## src/rtl/i2c_regport_pkg.sv

```systemverilog
// Package: shared types for the I2C register-port slave.
// Assumes: one byte per bus transfer; state encoding is free for synthesis.
package i2c_regport_pkg;

    localparam int BYTE_W = 8;

    // Protocol phase of the slave controller
    typedef enum logic [2:0] {
        ST_IDLE   = 3'd0,
        ST_ADDR   = 3'd1,
        ST_MAP    = 3'd2,
        ST_WDATA  = 3'd3,
        ST_ACK    = 3'd4,
        ST_RDATA  = 3'd5,
        ST_RACK   = 3'd6,
        ST_IGNORE = 3'd7
    } st_t;

endpackage

```

## src/rtl/i2c_regport_sync.sv

```systemverilog
// Module: resynchronises SCL/SDA and detects edges, start and stop.
// Assumes: lines idle high; clk is at least 8x the SCL rate so every
// bus level is seen for several clk cycles.
module i2c_regport_sync #(
    parameter int STAGES = 2
) (
    input  logic clk,
    input  logic rst_n,
    input  logic scl_i,
    input  logic sda_i,
    output logic scl_s,
    output logic sda_s,
    output logic scl_rise,
    output logic scl_fall,
    output logic start_det,
    output logic stop_det
);
    localparam int CHAIN = STAGES + 1;

    logic [CHAIN-1:0] scl_pipe;
    logic [CHAIN-1:0] sda_pipe;

    // Synchroniser chain plus one history stage per line
    genvar g;
    generate
        for (g = 0; g < CHAIN; g++) begin : g_stage
            if (g == 0) begin : g_first
                always_ff @(posedge clk) begin
                    if (!rst_n) begin
                        scl_pipe[g] <= 1'b1;
                        sda_pipe[g] <= 1'b1;
                    end else begin
                        scl_pipe[g] <= scl_i;
                        sda_pipe[g] <= sda_i;
                    end
                end
            end else begin : g_next
                always_ff @(posedge clk) begin
                    if (!rst_n) begin
                        scl_pipe[g] <= 1'b1;
                        sda_pipe[g] <= 1'b1;
                    end else begin
                        scl_pipe[g] <= scl_pipe[g-1];
                        sda_pipe[g] <= sda_pipe[g-1];
                    end
                end
            end
        end
    endgenerate

    logic scl_prev, sda_prev;

    // Event decode from the synchronised level and its previous value
    always_comb begin
        scl_s     = scl_pipe[STAGES-1];
        sda_s     = sda_pipe[STAGES-1];
        scl_prev  = scl_pipe[STAGES];
        sda_prev  = sda_pipe[STAGES];
        scl_rise  = scl_s & ~scl_prev;
        scl_fall  = ~scl_s & scl_prev;
        start_det = scl_s & scl_prev & sda_prev & ~sda_s;
        stop_det  = scl_s & scl_prev & ~sda_prev & sda_s;
    end

endmodule

```

## src/rtl/i2c_regport_regs.sv

```systemverilog
// Module: register file, one synchronous write port, one combinational read.
// Assumes: write and read address may be equal; read sees the old value.
module i2c_regport_regs #(
    parameter int AW = 7,
    parameter int DW = 8
) (
    input  logic          clk,
    input  logic          rst_n,
    input  logic          we,
    input  logic [AW-1:0] waddr,
    input  logic [DW-1:0] wdata,
    input  logic [AW-1:0] raddr,
    output logic [DW-1:0] rdata
);
    localparam int DEPTH = 1 << AW;

    logic [DW-1:0] mem [DEPTH];

    genvar g;
    generate
        for (g = 0; g < DEPTH; g++) begin : g_reg
            // One storage word, cleared on reset, loaded on address match
            always_ff @(posedge clk) begin
                if (!rst_n)
                    mem[g] <= '0;
                else if (we && (waddr == AW'(g)))
                    mem[g] <= wdata;
            end
        end
    endgenerate

    // Read mux at the pointer
    always_comb rdata = mem[raddr];

endmodule

```

## src/rtl/i2c_regport_ctrl.sv

```systemverilog
// Module: I2C slave protocol engine and register pointer.
// Assumes: inputs come from i2c_regport_sync; SDA changes are made only
// after a synchronised SCL fall; a start or stop overrides any phase.
module i2c_regport_ctrl
    import i2c_regport_pkg::*;
#(
    parameter int           AW         = 7,
    parameter logic [6:0]   SLAVE_ADDR = 7'b1001010
) (
    input  logic              clk,
    input  logic              rst_n,
    input  logic              sda_s,
    input  logic              scl_rise,
    input  logic              scl_fall,
    input  logic              start_det,
    input  logic              stop_det,
    input  logic [BYTE_W-1:0] rd_data,
    output logic              we,
    output logic [AW-1:0]     waddr,
    output logic [BYTE_W-1:0] wdata,
    output logic [AW-1:0]     ptr,
    output logic              ainc,
    output logic              sda_oe,
    output st_t               st
);
    localparam int FLAG_BIT = BYTE_W - 1;
    localparam int CNT_W    = $clog2(BYTE_W + 1);
    localparam logic [CNT_W-1:0] LAST_BIT = CNT_W'(BYTE_W - 1);
    localparam logic [CNT_W-1:0] ALL_BITS = CNT_W'(BYTE_W);

    st_t               ack_next;
    logic              ack_ph;
    logic              mack;
    logic [CNT_W-1:0]  bitcnt;
    logic [BYTE_W-1:0] shreg;
    logic [BYTE_W-1:0] txreg;
    logic [BYTE_W-1:0] rx_byte;
    logic              byte_done;

    // Byte being completed on this SCL rise and the register write strobe
    always_comb begin
        rx_byte   = {shreg[BYTE_W-2:0], sda_s};
        byte_done = scl_rise && (bitcnt == LAST_BIT);
        we        = (st == ST_WDATA) && byte_done;
        waddr     = ptr;
        wdata     = rx_byte;
    end

    // Protocol sequencing, pointer handling and SDA drive
    always_ff @(posedge clk) begin
        if (!rst_n) begin
            st       <= ST_IDLE;
            ack_next <= ST_IDLE;
            ack_ph   <= 1'b0;
            mack     <= 1'b0;
            bitcnt   <= '0;
            shreg    <= '0;
            txreg    <= '0;
            ptr      <= '0;
            ainc     <= 1'b0;
            sda_oe   <= 1'b0;
        end else if (start_det) begin
            st     <= ST_ADDR;
            bitcnt <= '0;
            ack_ph <= 1'b0;
            sda_oe <= 1'b0;
        end else if (stop_det) begin
            st     <= ST_IDLE;
            bitcnt <= '0;
            ack_ph <= 1'b0;
            sda_oe <= 1'b0;
        end else begin
            case (st)
                ST_ADDR, ST_MAP, ST_WDATA: begin
                    if (scl_rise) begin
                        shreg  <= rx_byte;
                        bitcnt <= bitcnt + 1'b1;
                    end
                    if (byte_done) begin
                        bitcnt <= '0;
                        if (st == ST_ADDR) begin
                            if (rx_byte[BYTE_W-1:1] == SLAVE_ADDR) begin
                                st       <= ST_ACK;
                                ack_next <= rx_byte[0] ? ST_RDATA : ST_MAP;
                            end else begin
                                st <= ST_IGNORE;
                            end
                        end else if (st == ST_MAP) begin
                            ptr      <= rx_byte[AW-1:0];
                            ainc     <= rx_byte[FLAG_BIT];
                            st       <= ST_ACK;
                            ack_next <= ST_WDATA;
                        end else begin
                            if (ainc)
                                ptr <= ptr + 1'b1;
                            st       <= ST_ACK;
                            ack_next <= ST_WDATA;
                        end
                    end
                end
                ST_ACK: begin
                    if (scl_fall) begin
                        if (!ack_ph) begin
                            sda_oe <= 1'b1;
                            ack_ph <= 1'b1;
                        end else begin
                            ack_ph <= 1'b0;
                            st     <= ack_next;
                            if (ack_next == ST_RDATA) begin
                                txreg  <= rd_data;
                                sda_oe <= ~rd_data[BYTE_W-1];
                            end else begin
                                sda_oe <= 1'b0;
                            end
                        end
                    end
                end
                ST_RDATA: begin
                    if (scl_rise)
                        bitcnt <= bitcnt + 1'b1;
                    if (scl_fall) begin
                        if (bitcnt == ALL_BITS) begin
                            bitcnt <= '0;
                            sda_oe <= 1'b0;
                            st     <= ST_RACK;
                        end else begin
                            txreg  <= {txreg[BYTE_W-2:0], 1'b0};
                            sda_oe <= ~txreg[BYTE_W-2];
                        end
                    end
                end
                ST_RACK: begin
                    if (scl_rise) begin
                        mack <= ~sda_s;
                        if (ainc)
                            ptr <= ptr + 1'b1;
                    end
                    if (scl_fall) begin
                        if (mack) begin
                            st     <= ST_RDATA;
                            txreg  <= rd_data;
                            sda_oe <= ~rd_data[BYTE_W-1];
                        end else begin
                            st <= ST_IGNORE;
                        end
                    end
                end
                default: begin
                    sda_oe <= 1'b0;
                end
            endcase
        end
    end

endmodule

```

## src/rtl/i2c_regport.sv

```systemverilog
// Module: top of the I2C register-port slave.
// Assumes: open-drain bus, SDA pulled low when sda_oe is 1; clk at
// least 8x SCL; no clock stretching.
module i2c_regport
    import i2c_regport_pkg::*;
#(
    parameter int         AW          = 7,
    parameter logic [6:0] SLAVE_ADDR  = 7'b1001010,
    parameter int         SYNC_STAGES = 2
) (
    input  logic clk,
    input  logic rst_n,
    input  logic scl_i,
    input  logic sda_i,
    output logic sda_oe
);
    logic              scl_s, sda_s, scl_rise, scl_fall, start_det, stop_det;
    logic              reg_we;
    logic [AW-1:0]     reg_waddr;
    logic [BYTE_W-1:0] reg_wdata;
    logic [BYTE_W-1:0] reg_rdata;
    logic [AW-1:0]     ptr;
    logic              ainc;
    st_t               st;

    i2c_regport_sync #(.STAGES(SYNC_STAGES)) u_sync (
        .clk       (clk),
        .rst_n     (rst_n),
        .scl_i     (scl_i),
        .sda_i     (sda_i),
        .scl_s     (scl_s),
        .sda_s     (sda_s),
        .scl_rise  (scl_rise),
        .scl_fall  (scl_fall),
        .start_det (start_det),
        .stop_det  (stop_det)
    );

    i2c_regport_ctrl #(.AW(AW), .SLAVE_ADDR(SLAVE_ADDR)) u_ctrl (
        .clk       (clk),
        .rst_n     (rst_n),
        .sda_s     (sda_s),
        .scl_rise  (scl_rise),
        .scl_fall  (scl_fall),
        .start_det (start_det),
        .stop_det  (stop_det),
        .rd_data   (reg_rdata),
        .we        (reg_we),
        .waddr     (reg_waddr),
        .wdata     (reg_wdata),
        .ptr       (ptr),
        .ainc      (ainc),
        .sda_oe    (sda_oe),
        .st        (st)
    );

    i2c_regport_regs #(.AW(AW), .DW(BYTE_W)) u_regs (
        .clk   (clk),
        .rst_n (rst_n),
        .we    (reg_we),
        .waddr (reg_waddr),
        .wdata (reg_wdata),
        .raddr (ptr),
        .rdata (reg_rdata)
    );

endmodule

```

## config.mk

```make
export PLATFORM = sky130hd
export DESIGN_NAME = i2c_regport
export DESIGN_NICKNAME = d
export VERILOG_FILES = /design/src/rtl/i2c_regport_pkg.sv /design/src/rtl/i2c_regport_sync.sv /design/src/rtl/i2c_regport_regs.sv /design/src/rtl/i2c_regport_ctrl.sv /design/src/rtl/i2c_regport.sv
export SDC_FILE = /design/constraint.sdc
export NUM_CORES = 2
export LEC_CHECK = 0
export BUFFER_PORTS_ARGS = -buffer_cell sky130_fd_sc_hd__clkbuf_2
export CORE_MARGIN = 1.5
export CORE_UTILIZATION = 60
export CTS_CLUSTER_SIZE = 14
export DETAILED_ROUTE_END_ITERATION = 10
export PLACE_DENSITY = 0.76
export SYNTH_ARGS = -nofsm -noshare
export SYNTH_HDL_FRONTEND = slang
export SYNTH_SLANG_ARGS = --single-unit
```

## constraint.sdc

```tcl
create_clock -name clk -period 4 [get_ports clk]
set_input_delay 0.6 -clock clk [delete_from_list [all_inputs] [get_ports clk]]
set_output_delay 0.6 -clock clk [all_outputs]
set_load 0.02 [all_outputs]
```

==> results.md <==
* Worst reg2reg path depth at 7
* Vias at 31300
* # setup viols final at 0
* Crit path largest cell delay at 1010 ps
* Leak Pwr at 16.0 nW
* Failing checks: design-rule violations
* Register area share after synthesis at 67.3%
* Setup crit end kind: flop
* Top_reg_cell synth: edfxtp_1
* Slew margin rel. at 21.6%
* Setup TNS at 0 ps
* Mapped Cells at 3436
* Htree depth at 3
* WP depth at 7
* Syn-to-layout area delta at 11.7%
* Diodes inserted at 0
* Die Height at 283 um
* Starting Density at 60.8%
* Largest cells by area after synthesis: edfxtp_1 (65%), mux4_2 (11%), nor2_1 (8.7%), dfxtp_1 (2.0%), clkbuf_1 (2.0%)
* Vias in the first global route at 30400
* Post-CTS Setup Inserts at 0
* Detail Placement HPWL at 89800 um
* Crit start category: flop
* CP bufs+invs at 2
* Buffers added on ports at 4
* Post-synth ARST share at 0%
* Synth warn at 0
* Initial antenna violation count at 1
* Maximum clock rate at 0.260 GHz
* Post-synth cell types at 77
* CP required at 4560 ps
* Die Footprint at 80300 um2
* Hold Buf Count CTS at 0
* Max Slew Vio Count at 0
* DP Area at 49200 um2
* Max FO, Critical Path at 71
* Post-synth EDFFs at 1024
* Vias/cell at 6.78
* Rows at 102
* Final min period at 3840 ps
* Worst-path clk slew at 60 ps
* Avg Inst Size Synth at 13.7 um2
* Largest net degree at the start of global routing at 79
* Hold Fails Final Rpt at 0
* Critical path class: reg -> reg
* Initial drt markers at 5369
* Peak VDD IR at 392 uV
* Worst Skew at 25.4 ps
* RSZ-0062 raised after global routing: false
* Routed len/inst at 29.3 um
* CP delay by family, top: compound AO/OA/AOI/OAI gates
* Layout cells sized above 1 at 19.4%
* Crit path arrival time at 4400 ps
* CTS tree: built
* Max cap viols at 0
* Switching share of total power at 20.8%
* Comb pwr share at 3.2%
* Internal Pwr Total at 18.8 mW
* Worst R2R End: u_ctrl.txreg[4]
* Clock share of power at 42.0%
* Final WL at 135000 um
* Post-synth top area cell: edfxtp_1
* Die width at 283 um
* Post-layout util at 67.8%
* Register area at 31700 um2
* Run status: finished with violations
* Syn nets at 3446
* First-pass GRT wire length at 198000 um
* Dpl cells at 4418
* Period utilisation layout at 96.1%
* Drt drc at 1
* Multi-input logic area at 13900 um2
* Hold crit path type: in -> reg
* Sw Pwr at 4.94 mW
* Core area at 77600 um2
* Flop2flop setup slack at 160 ps
* Tot GR Track Use at 33.8%
* Final design area excluding fillers at 52600 um2
* Reg power frac at 54.7%
* Worst-Skew Late Latency at 690 ps
* CTS max path bufs at 3
* Clk root buf: clkbuf_16
* Top Ports at 5
* Final ANT Viol Nets at 0
* Final Worst Setup Slack at 156 ps
* Top cell type's share of synthesized area at 65.2%
* Clk sinks at 1072
* Worst-margin pin slew at 1160 ps
* Nets at 3496
* GRT overflow at 0
* Yosys reg bits at 1072
* CP max stage cell: a2111oi_0
* PostCTS Resize Cnt at 0
* Post-Syn Area at 47100 um2
* Drt first pass iters at 11
* Fin cells at 4619
* Fill cells at 5179
* Worst slack, placed at 546 ps
* Final Wtd Congestion at 0.967
* Number of buffers created by CTS at 106
* Cell Chain, Critical Path: buf_12 -> mux4_2 -> a22oi_1 -> nand2_1 -> a2111oi_0 -> buf_4 -> o32ai_1
* CP endpoint: u_ctrl.txreg[4]
* Power Dens Cells at 451 nW/um2
==> registers in the layout, indices dropped and copies added (netlist names), named ones only <==
register         flops
u_ctrl.ack_next      3
u_ctrl.ack_ph        1
u_ctrl.ainc          1
u_ctrl.bitcnt        4
u_ctrl.mack          1
u_ctrl.ptr           7
u_ctrl.sda_oe        1
u_ctrl.shreg         7
u_ctrl.st            3
u_ctrl.txreg         7
u_regs.mem        1024
u_sync.scl_pipe      1
u_sync.scl_prev      1
u_sync.scl_s         1
u_sync.sda_pipe      1
u_sync.sda_prev      1
u_sync.sda_s         1
==> metrics by stage <==
step | hold WS, ps | power, mW
finish | 99.6 | 23.7
global route | 104 | 24.2
CTS | 79.6 | 23.7
detailed placement | 456 | 13.9
global placement | 458 | 13.9
floorplan | 386 | 13.5
==> cells in the mapped netlist, types with 4 or more instances <==
library cell,instances
nor2_1,1095
edfxtp_1,1024
clkbuf_1,256
mux4_2,233
o21ai_0,141
nand2_1,138
a22oi_1,63
dfxtp_1,48
mux2i_1,47
a21oi_1,41
nor3_1,30
buf_2,23
nand3_1,20
nand2b_1,19
nor2b_1,18
o22ai_1,14
buf_4,13
inv_1,12
buf_6,11
a221oi_1,10
a211oi_1,9
mux4_1,9
o21ai_1,9
a22o_1,7
and2_1,7
buf_12,7
nand4_1,7
a31oi_1,6
and3_1,6
ha_1,6
nand3b_1,6
nor4_1,6
a211o_1,5
buf_1,5
mux2_2,5
nor3b_1,5
or3_1,5
a221o_1,4
o31ai_1,4
==> logic make-up (layout without fill, tap and decap cells) <==
family	after synthesis	in the layout	share of synthesized area [%]
AND/OR/NAND/NOR	1380	1380	11.8
XOR/XNOR	5	5	0.0929
adder cells (fa/ha/maj)	6	6	0.159
multiplexers	294	294	12.7
buffers and inverters	332	475	3.30
AO/OA/AOI/OAI	347	347	4.67
flip-flops	1072	1072	67.3
==> routing by layer <==
layer	share of wire, %	track usage (%)	wire [um]	up-vias
met2	47	52.5	63400	2621
met4	5.7	17.0	7670	4
met3	13	8.46	18200	448
met1	34	44.8	45800	15500
met5	0.084	1.01	113	-
li1	-	-	-	12700
==> area by class of cell <==
class	instances	area share, %
multi-input cells	2032	26.5
clock inverters	67	1.13
repair buffers	260	4.10
inverters	14	0.0998
clock buffers	134	5.47
well taps	1040	2.47
flip-flops and latches	1072	60.3
==> how the worst min path moves through the flow <==
stage	from	to	slack (ps)	cells past startpoint
floorplan	u_sync.scl_pipe[0]	u_sync.scl_s	390	1
global placement	u_ctrl.txreg[4]	u_ctrl.txreg[4]	460	2
detailed placement	u_sync.sda_pipe[0]	u_sync.sda_s	460	1
CTS	sda_i	u_sync.sda_pipe[0]	80	2
global route	sda_i	u_sync.sda_pipe[0]	100	2
finish	sda_i	u_sync.sda_pipe[0]	100	2
==> power groups by stage <==
stage	clock network [mW]	registers (mW)	logic, mW
floorplan	0	13.1	0.421
global placement	0	13.2	0.719
detailed placement	0	13.2	0.742
CTS	9.99	13.0	0.748
global route	10.4	13.0	0.793
finish	9.98	13.0	0.767
==> worst reg2reg max path, delay by kind of cell (launching register included) <==
family / cells / cell delay, ps
mux: 1 / 430
flops: 1 / 920
simple gates: 1 / 120
buf+inv: 2 / 750
compound gates: 3 / 1490
==> cell usage in the layout, fill, tap and decap left out, drive strengths merged, types with 6 or more instances in the layout <==
cell	instances
a211oi	9
a21oi	41
a221oi	13
a22o	7
a22oi	63
a31oi	6
and2	7
and3	6
buf	257
bufinv	9
clkbuf	137
clkinv	48
clkinvlp	7
dfxtp	48
edfxtp	1024
ha	6
inv	17
mux2i	47
mux4	242
nand2	138
nand2b	19
nand3	20
nand3b	6
nand4	7
nor2	1096
nor2b	18
nor3	31
nor3b	7
nor4	6
o21ai	150
o22ai	14
Note: power is estimated with default switching activity, not from simulation.
